--- config.mk ---
export PLATFORM = sky130hd
export DESIGN_NAME = hdlc_rx_crc_status
export DESIGN_NICKNAME = d
export VERILOG_FILES = /design/src/rtl/hdlc_rx_crc_status.sv
export SDC_FILE = /design/constraint.sdc
export NUM_CORES = 1
export LEC_CHECK = 0
export BUFFER_PORTS_ARGS = -buffer_cell sky130_fd_sc_hd__buf_2
export CAP_MARGIN = 20
export CORE_MARGIN = 2
export CORE_UTILIZATION = 50
export CTS_CLUSTER_DIAMETER = 200
export DETAILED_ROUTE_END_ITERATION = 10
export GPL_TIMING_DRIVEN = 0
export MAX_ROUTING_LAYER = met4
export PLACE_DENSITY_LB_ADDON = 0.15
export SKIP_CTS_REPAIR_TIMING = 1
export SLEW_MARGIN = 20
export SYNTH_ARGS = -nofsm -noshare
export SYNTH_HDL_FRONTEND = slang
export SYNTH_SLANG_ARGS = --single-unit
export TNS_END_PERCENT = 1
--- constraint.sdc ---
create_clock -name clk -period 1.9 [get_ports clk]
set_input_delay 0.38 -clock clk [delete_from_list [all_inputs] [get_ports clk]]
set_output_delay 0.38 -clock clk [all_outputs]
set_load 0.01 [all_outputs]
--- src/rtl/hdlc_rx_crc_status.sv ---
module hdlc_rx_crc_status #(
  parameter int CNT_W = 6
) (
  input  logic       clk,
  input  logic       rst_n,
  input  logic [1:0] mode_sel,
  input  logic       frame_start,
  input  logic       bit_valid,
  input  logic       bit_data,
  input  logic       frame_end,
  input  logic [5:0] evt_in,
  input  logic       stat_rd,
  input  logic [7:0] irq_en,
  output logic [7:0] status,
  output logic       irq
);
  localparam logic [15:0] POLY16 = 16'h8408;
  localparam logic [15:0] GOOD16 = 16'hF0B8;
  localparam logic [31:0] POLY32 = 32'hEDB88320;
  localparam logic [31:0] GOOD32 = 32'hDEBB20E3;
  localparam logic [CNT_W-1:0] MIN16 = CNT_W'(16);
  localparam logic [CNT_W-1:0] MIN32 = CNT_W'(32);

  logic [15:0] crc16_q;
  logic [31:0] crc32_q;
  logic [CNT_W-1:0] nbits_q;
  logic [7:0] status_q;

  wire fb16 = crc16_q[0] ^ bit_data;
  wire fb32 = crc32_q[0] ^ bit_data;
  wire [15:0] crc16_n = (crc16_q >> 1) ^ (fb16 ? POLY16 : 16'h0);
  wire [31:0] crc32_n = (crc32_q >> 1) ^ (fb32 ? POLY32 : 32'h0);

  wire bad16 = frame_end && mode_sel[0] && (crc16_q != GOOD16 || nbits_q < MIN16);
  wire bad32 = frame_end && mode_sel[1] && (crc32_q != GOOD32 || nbits_q < MIN32);
  wire [7:0] set_vec = {bad32, bad16, evt_in};

  always_ff @(posedge clk or negedge rst_n) begin
    if (!rst_n) begin
      crc16_q <= '1;
      crc32_q <= '1;
      nbits_q <= '0;
    end else if (frame_start) begin
      crc16_q <= '1;
      crc32_q <= '1;
      nbits_q <= '0;
    end else if (bit_valid) begin
      crc16_q <= crc16_n;
      crc32_q <= crc32_n;
      if (nbits_q != MIN32) nbits_q <= nbits_q + 1'b1;
    end
  end

  always_ff @(posedge clk or negedge rst_n) begin
    if (!rst_n) status_q <= 8'h00;
    else        status_q <= (stat_rd ? 8'h00 : status_q) | set_vec;
  end

  assign status = status_q;
  assign irq    = |(status_q & irq_en);

  a_r8_sticky: assert property (@(posedge clk) disable iff (!rst_n)
    !stat_rd |=> ((status_q & $past(status_q)) == $past(status_q)));
  a_r8_read_clears: assert property (@(posedge clk) disable iff (!rst_n)
    (stat_rd && evt_in == 6'h0 && !frame_end) |=> (status_q == 8'h00));
  a_r7_event_latched: assert property (@(posedge clk) disable iff (!rst_n)
    (evt_in != 6'h0) |=> ((status_q[5:0] & $past(evt_in)) == $past(evt_in)));
  a_r4_off_quiet: assert property (@(posedge clk) disable iff (!rst_n)
    (mode_sel == 2'b00 && !stat_rd) |=> $stable(status_q[7:6]));
  a_r4_mode16_no32: assert property (@(posedge clk) disable iff (!rst_n)
    (mode_sel == 2'b01 && !stat_rd) |=> $stable(status_q[7]));
  a_r4_mode32_no16: assert property (@(posedge clk) disable iff (!rst_n)
    (mode_sel == 2'b10 && !stat_rd) |=> $stable(status_q[6]));
  a_r10_irq_quiet: assert property (@(posedge clk) disable iff (!rst_n)
    (status_q == 8'h00) |-> !irq);
endmodule

==> impl_metrics.csv, run 1 <==
group,metric,value,unit
worst_setup_path,start_kind,"flip-flop",
cts,numCtsBuffers,9,
layout,final_cell_mix,"48 x dfstp_2, 33 x nor2b_1, 31 x buf_2, 31 x a211o_1, 24 x nor2_1",
floorplanning,std_cell_rows,28,
cts,cts.sinks,62,
worst_setup_path,cp_slowest_cell,"or4_1",
synth,avgSynthCellArea,11.0,um^2
floorplanning,core-area,0.00582,mm^2
sta,fmax,545,MHz
layout,nets,336,
power,p_leak,1.34,nW
worst_setup_path,crit_path_max_fanout,3,
grt,grt_max_degree,63,
worst_setup_path,criticalPathCategory,"flip-flop to flip-flop",
sta,setup_ws,0.0649,ns
floorplanning,fp.dieH,81.1,um
cts,insertion_delay,0.34,ns
synth,synth_seq_cells,62,
detailed_routing,drtIter0Drc,135,
floorplanning,start_util,0.511,
grt,gr-total-overflow,0,
grt,grt_pass1_wl,10100,um
synth,synth_nets,296,
worst_setup_path,reg2reg_slack,0.06,ns
cts,cts.clk_slew.worst_paths,0.07,ns
synth,netlist_instances,271,
placement,place_ws,0.102,ns
layout,drive_above_1_share,0.297,
floorplanning,die_area,0.00657,mm^2
worst_setup_path,r2r_start,"crc16_q[0]",
sta,period_minus_slack,1.84,ns
detailed_routing,routed_wl,6170,um
sta,setup_tns,0,ns
synth,synth.yosys.seq_area_share,0.543,
sta,rsz0062_at_grt,"no",
worst_setup_path,max_stage_delay,0.51,ns
layout,final_common_cell,"dfstp_2",
sta,tightest_slew,0.762,ns
worst_hold_path,hp-class,"input port to async pin",
worst_setup_path,reg2regPathDepth,4,
power,p_comb_frac,0.131,
cts,htree_levels,3,
grt,grt_usage,0.211,
power,seqPwrFrac,0.538,
flow_run,timing.max_cap.violations,0,
power,peakVddDrop,0.000421,V
sta,hold_violations,0,
power,clkPwrFrac,0.332,
floorplanning,die_x,81.1,um
sta,skew,0.00981,ns
worst_setup_path,path_cells,"or4_1 > nor4_1 > nand4_1 > a32o_1",
detailed_routing,routed-via-count,2133,
power,internal_power,2.11,mW
detailed_routing,dr.pass1.iters,4,
cts,clockRootBuffer,"clkbuf_8",
layout,n_antenna_cell,0,
worst_setup_path,rr_endpoint,"status[6]",
sta,slew_violations,0,
cts,clockBufferDepth,2,
worst_setup_path,worstPathRequired,2.13,ns
sta,timing.final.crit_share,0.966,
placement,globalplace.congestion,0.755,
floorplanning,io_pins,32,
grt,grt_pass1_vias,2066,
detailed_routing,drt-wirelength-per-cell,15.8,um
power,power.switching,761,uW
detailed_routing,drc_errors,0,
detailed_routing,avgViaCountPerCell,5.46,
power,swShare,0.265,
sta,hold_ws,0.108,ns
sta,setup_viol,0,
grt,antenna_found_initial,0,
synth,synthDistinctLibCells,31,
synth,synth_area,0.00297,mm^2
layout,syn_to_final_growth,13.3,%
placement,place.detailed.hpwl,4060,um
outcome,outcome,"completed",
power,fin_total_pwr,2.87,mW
detailed_routing,antenna_left,0,
worst_setup_path,critPathArrivalTime,2.06,ns
cts,cts_tree,"yes",
placement,port_buffers,29,
sta,slew_headroom,0.492,
power,power_density,854,mW/mm^2
synth,ys.warnings.count,0,
worst_setup_path,endpoint_kind,"flip-flop",
## synthesized netlist by cell type
cell type | instances | area (um^2)
or2_1 | 17 | 106
nand4_1 | 5 | 31.3
a22oi_1 | 4 | 30.0
or4_1 | 1 | 7.51
buf_4 | 1 | 7.51
buf_1 | 4 | 15.0
inv_1 | 3 | 11.3
nor4bb_1 | 1 | 10.0
nand4b_1 | 5 | 43.8
dfrtp_1 | 14 | 350
a211o_1 | 31 | 272
buf_2 | 3 | 15.0
a21o_1 | 7 | 52.6
xnor2_2 | 1 | 16.3
nand2_1 | 5 | 18.8
nor2b_1 | 33 | 206
dfstp_2 | 48 | 1260
nand3b_1 | 1 | 7.51
nand3_1 | 1 | 5.00
xnor2_1 | 1 | 8.76
clkbuf_1 | 10 | 37.5
o21ai_1 | 1 | 5.00
nor4_1 | 3 | 18.8
a21oi_1 | 19 | 95.1
and3_1 | 2 | 12.5
a32o_1 | 2 | 20.0
nor4b_1 | 3 | 26.3
a31oi_1 | 1 | 6.26
xor2_1 | 18 | 158
ha_1 | 2 | 25.0
nor2_1 | 24 | 90.1
## worst max-delay path, delay by kind of cell, from the launching register on
family,cells,cell delay (ns)
compound gates,1,0.29
flops,1,0.39
simple gates,3,1.06
## power by group through the flow
stage	sequential [mW]	clock, mW	combinational [mW]
after floorplan	1.55	0	0.257
after global placement	1.56	0	0.370
after detailed placement	1.56	0	0.376
after CTS	1.54	0.979	0.380
after global routing	1.56	1.02	0.428
final	1.54	0.953	0.375
## routing by layer
layer | GRT usage | up-vias | wire length (um)
li1 | - | 1036 | -
met1 | 0.296 | 1034 | 3020
met2 | 0.298 | 53 | 2730
met3 | 0.0367 | 10 | 292
met4 | 0.102 | 0 | 123
met5 | - | - | 0
## final cells by class
class	instances	area [um^2]
buffer	18	75.1
clock buffer	13	139
clock inverter	3	15.0
fill	517	2450
inverter	3	11.3
multi-input combinational	188	1270
sequential	62	1610
tap	75	93.8
timing repair buffer	29	148
## through the flow
| stage | utilization | instance area (um^2) | cells |
|---|---|---|---|
| finish | 0.579 | 3370 | 391 |
| global route | 0.579 | 3370 | 391 |
| floorplan | - | 2970 | 271 |
| detailed placement | 0.552 | 3210 | 375 |
| global placement | 0.552 | 3210 | 375 |
| CTS | 0.579 | 3370 | 391 |
## sequential cells by signal, summed over array words and instances (netlist names)
signal,cells
status,8
crc16_q,16
crc32_q,32
nbits_q,6
## how the worst max path moves through the flow
stage / to / depth (start not counted) / slack [ns] / from
after floorplan: status[6] / 4 / 0.35 / crc16_q[0]
after global placement: crc16_q[0] / 4 / 0.10 / bit_valid
after detailed placement: status[6] / 4 / 0.10 / crc16_q[0]
after CTS: status[6] / 4 / 0.09 / crc16_q[0]
after global routing: status[6] / 4 / 0.04 / crc16_q[0]
final: status[6] / 4 / 0.06 / crc16_q[0]
## cells by family after synthesis
group,count (synthesis),synth area share
AO/OA/AOI/OAI,65,0.162
XOR/XNOR,20,0.0615
AND/OR/NAND/NOR,101,0.197
flip-flops,62,0.543
adder cells (fa/ha/maj),2,0.00842
buffers and inverters,21,0.0291
Power figures use the tool's default switching activity.
==> inputs of run 2 (changes only) <==
CORE_UTILIZATION = 35   (was 50)
==> impl_metrics.csv, run 2 (same netlist as run 1, synthesis figures left out) <==
group,metric,value,unit
placement,placed_cells_incl_taps,406,
grt,grt_pass1_vias,2114,
worst_setup_path,start_kind,"flip-flop",
grt,gr-total-overflow,0,
floorplanning,die_x,96.1,um
worst_setup_path,criticalPathCategory,"flip-flop to flip-flop",
outcome,outcome,"completed",
sta,tightest_slew,0.538,ns
detailed_routing,antenna_left,0,
worst_setup_path,worstPathRequired,2.13,ns
sta,setup_viol,0,
worst_setup_path,reg2regPathDepth,4,
worst_setup_path,endpoint_kind,"flip-flop",
detailed_routing,routed-via-count,2131,
sta,timing.final.crit_share,0.943,
detailed_routing,dr.pass1.iters,4,
worst_setup_path,r2r_start,"crc16_q[0]",
grt,grt_max_degree,36,
layout,n_antenna_cell,0,
layout,finalInstanceArea,0.00347,mm^2
cts,clockRootBuffer,"clkbuf_8",
placement,globalplace.congestion,0.770,
worst_setup_path,reg2reg_slack,0.11,ns
worst_hold_path,min_path_cells,2,
placement,place.detailed.hpwl,4380,um
sta,hold_violations,0,
floorplanning,start_util,0.362,
floorplanning,die_area,0.00924,mm^2
sta,fmax,558,MHz
grt,grt_usage,0.156,
worst_setup_path,crit_path_max_fanout,3,
worst_setup_path,critPathArrivalTime,2.02,ns
sta,slew_violations,0,
detailed_routing,avgViaCountPerCell,5.04,
layout,utilization,0.423,
detailed_routing,drt-wirelength-per-cell,15.2,um
worst_setup_path,rr_endpoint,"status[6]",
worst_hold_path,min_to,"status[2]",
power,peakVddDrop,0.000434,V
layout,largest_register,"crc32_q",
layout,drive_above_1_share,0.314,
sta,setup_tns,0,ns
detailed_routing,drc_errors,0,
cts,cts.sinks,62,
sta,period_minus_slack,1.79,ns
power,p_leak,1.37,nW
floorplanning,io_pins,32,
floorplanning,core-area,0.00822,mm^2
layout,fin_cells,423,
cts,htree_levels,3,
worst_hold_path,min-delay-start,"evt_in[2]",
cts,clockBufferDepth,2,
sta,rsz0062_at_grt,"no",
flow_run,timing.max_cap.violations,0,
cts,cts.clk_slew.worst_paths,0.07,ns
placement,port_buffers,29,
power,power_density,879,mW/mm^2
layout,regArea,0.00161,mm^2
layout,nets,338,
detailed_routing,routed_wl,6420,um
power,fin_total_pwr,3.05,mW
layout,final_cell_mix,"48 x dfstp_2, 33 x nor2b_1, 31 x buf_2, 31 x a211o_1, 24 x nor2_1",
cts,insertion_delay,0.34,ns
layout,multiInputGateArea,0.00128,mm^2
sta,hold_ws,0.217,ns
detailed_routing,drtIter0Drc,59,
grt,grt_pass1_wl,10500,um
cts,cts_tree,"yes",
floorplanning,std_cell_rows,33,
sta,slew_headroom,0.641,
layout,nFillCells,807,
cts,numCtsBuffers,9,
grt,antenna_found_initial,0,
layout,final_common_cell,"dfstp_2",
placement,placed_area,0.00327,mm^2
placement,place_ws,0.0330,ns
layout,largest_register_ffs,32,
sta,skew,0.0124,ns
floorplanning,fp.dieH,96.1,um
layout,syn_to_final_growth,17.0,%
worst_hold_path,hp-class,"input port to flip-flop",
sta,setup_ws,0.108,ns
==> run 2: cell count changes in the layout (fill, tap and decap cells not counted), sizes merged <==
cell / delta
dlygate4sd3: +1
bufinv: +1
clkinv: +1
clkinvlp: +2
buf: +1
clkbuf: -4
==> run 2: final cells by class <==
type / instances / area share
clock buffers: 9 / 0.0357
inverters: 3 / 0.00324
plain buffers: 18 / 0.0216
repair buffers: 31 / 0.0511
flip-flops and latches: 62 / 0.464
well taps: 105 / 0.0378
clock inverters: 7 / 0.0187
multi-input cells: 188 / 0.368
==> run 2: worst max-delay path by stage <==
stage	from	endpoint	slack, ns	depth (start not counted)
floorplan	crc16_q[0]	status[6]	0.35	4
global placement	crc16_q[0]	status[6]	0.02	4
detailed placement	crc16_q[0]	status[6]	0.03	4
CTS	crc16_q[0]	status[6]	0.02	4
global route	crc16_q[0]	status[6]	0.006	4
finish	crc16_q[0]	status[6]	0.11	4
==> run 2: critical path, stage by stage, from the launching register on <==
cell and delay [ns]:
dfstp_2 0.40, or4_1 0.55, nor4_2 0.26, nand4_1 0.19, a32o_1 0.29
==> run 2: layer usage <==
layer / up-vias / part of all wire / GRT usage
met2: 50 / 0.45 / 0.244
met3: 4 / 0.046 / 0.0399
met4: 0 / 0.0098 / 0.0667
li1: 1034 / - / -
met1: 1043 / 0.49 / 0.191
met5: - / 0 / -
==> run 2: report_power, final <==
part	switching (mW)	total [mW]	internal [mW]
clock	0.531	1.13	0.596
sequential	0.0754	1.54	1.47
combinational	0.202	0.383	0.181
==> inputs of run 3 (changes only) <==
--- a/config.mk
+++ b/config.mk
@@ -7,5 +7,4 @@
 export LEC_CHECK = 0
 export BUFFER_PORTS_ARGS = -buffer_cell sky130_fd_sc_hd__buf_2
-export CAP_MARGIN = 20
 export CORE_MARGIN = 2
 export CORE_UTILIZATION = 35
==> constraint.sdc (replaced) <==
create_clock -name clk -period 1.9 [get_ports clk]
set_input_delay 0 -clock clk [delete_from_list [all_inputs] [get_ports clk]]
set_output_delay 0 -clock clk [all_outputs]
set_load 0.01 [all_outputs]
==> impl_metrics.csv, run 3 (same netlist as run 1, synthesis figures left out) <==
group,metric,value,unit
cts,numCtsBuffers,9,
sta,hold_violations,1,
detailed_routing,drc_errors,0,
layout,nets,347,
layout,largest_register_ffs,32,
worst_hold_path,min-delay-start,"stat_rd",
placement,place_ws,0.0330,ns
grt,grt_usage,0.156,
floorplanning,die_area,0.00924,mm^2
layout,utilization,0.434,
floorplanning,die_x,96.1,um
grt,grt_max_degree,36,
sta,timing.final.crit_share,0.959,
worst_hold_path,hp-class,"input port to flip-flop",
cts,cts_tree,"yes",
grt,use_met2,0.244,
detailed_routing,avgViaCountPerCell,5.03,
layout,finalInstanceArea,0.00356,mm^2
detailed_routing,routed_wl,6490,um
worst_setup_path,endpoint_kind,"flip-flop",
layout,n_antenna_cell,0,
power,fin_total_pwr,3.07,mW
placement,port_buffers,29,
sta,skew,0.0125,ns
worst_hold_path,min_path_cells,4,
worst_setup_path,critPathArrivalTime,2.05,ns
floorplanning,core-area,0.00822,mm^2
worst_setup_path,criticalPathCategory,"flip-flop to flip-flop",
grt,busiest_layer,"met2",
outcome,outcome,"finished, violations left",
layout,syn_to_final_growth,20.0,%
layout,largest_register,"crc32_q",
worst_hold_path,min_to,"status[7]",
worst_setup_path,path_cells,"or4_1 > nor4_2 > nand4_1 > a32o_1",
cts,clockBufferDepth,2,
detailed_routing,routed-via-count,2175,
sta,setup_ws,0.0772,ns
placement,place.detailed.hpwl,4380,um
grt,grt_pass1_vias,2114,
power,peakVddDrop,0.000433,V
worst_setup_path,rr_endpoint,"status[6]",
grt,gr-total-overflow,0,
floorplanning,start_util,0.362,
power,p_leak,1.40,nW
sta,setup_viol,0,
cts,cts.clk_slew.worst_paths,0.08,ns
layout,final_common_cell,"dfstp_2",
sta,setup_tns,0,ns
sta,period_minus_slack,1.82,ns
worst_setup_path,crit_path_max_fanout,3,
grt,grt_use_met3,0.0399,
worst_setup_path,r2r_start,"crc16_q[0]",
detailed_routing,drtIter0Drc,72,
layout,final_cell_mix,"48 x dfstp_2, 33 x nor2b_1, 31 x buf_2, 31 x a211o_1, 24 x nor2_1",
floorplanning,io_pins,32,
grt,grtUsageMet1,0.191,
sta,slew_headroom,0.652,
worst_setup_path,cp_slowest_cell,"or4_1",
worst_setup_path,worstPathRequired,2.13,ns
grt,grt_pass1_wl,10500,um
cts,clockRootBuffer,"clkbuf_8",
layout,drive_above_1_share,0.306,
power,power_density,861,mW/mm^2
detailed_routing,dr.pass1.iters,4,
detailed_routing,antenna_left,0,
cts,htree_levels,3,
worst_setup_path,max_stage_delay,0.54,ns
placement,placed_area,0.00327,mm^2
placement,globalplace.congestion,0.770,
worst_setup_path,reg2regPathDepth,4,
worst_setup_path,reg2reg_slack,0.08,ns
sta,hold_ws,-0.0142,ns
floorplanning,std_cell_rows,33,
detailed_routing,drt-wirelength-per-cell,15.0,um
sta,rsz0062_at_grt,"no",
sta,slew_violations,0,
cts,insertion_delay,0.34,ns
floorplanning,fp.dieH,96.1,um
grt,antenna_found_initial,0,
worst_setup_path,start_kind,"flip-flop",
sta,tightest_slew,0.522,ns
outcome,violations,"hold timing",
sta,fmax,549,MHz
flow_run,timing.max_cap.violations,0,
cts,cts.sinks,62,
run 3: where the power goes:
part / switching, mW / leakage (nW) / internal (mW)
Sequential: 0.0752 / 0.677 / 1.47
Combinational: 0.204 / 0.632 / 0.193
Clock: 0.534 / 0.0948 / 0.595
Total: 0.813 / 1.40 / 2.26
run 3: area by class of cell:
type,count,area [um^2]
fillers,792,4650
flip-flops and latches,62,1610
multi-input cells,188,1280
repair buffers,40,268
well taps,105,131
clock buffers,9,124
plain buffers,18,75.1
clock inverters,7,65.1
inverters,3,11.3
run 3: worst max-delay path by stage:
stage	slack (ns)	cells past startpoint	startpoint	end
after floorplan	0.35	4	crc16_q[0]	status[6]
after global placement	0.02	4	crc16_q[0]	status[6]
after detailed placement	0.03	4	crc16_q[0]	status[6]
after CTS	0.02	4	crc16_q[0]	status[6]
after global routing	0.006	4	crc16_q[0]	status[6]
final	0.08	4	crc16_q[0]	status[6]
run 3: through the flow:
| stage | hold WS, ns | instances |
|---|---|---|
| after floorplan | -0.296 | 271 |
| after global placement | 0.182 | 405 |
| after detailed placement | -0.0566 | 406 |
| after CTS | -0.435 | 422 |
| after global routing | 0.0254 | 432 |
| final | -0.0142 | 432 |
run 3: worst max-delay path: cells and delay by family, from the launching register on:
family | cells | cell delay, ns
compound gates | 1 | 0.31
flops | 1 | 0.39
simple gates | 3 | 1.01
run 3: routing by layer:
layer	routed length (um)	up-vias
li1	-	1051
met1	3110	1068
met2	3020	50
met3	277	6
met4	82	0
met5	0	-
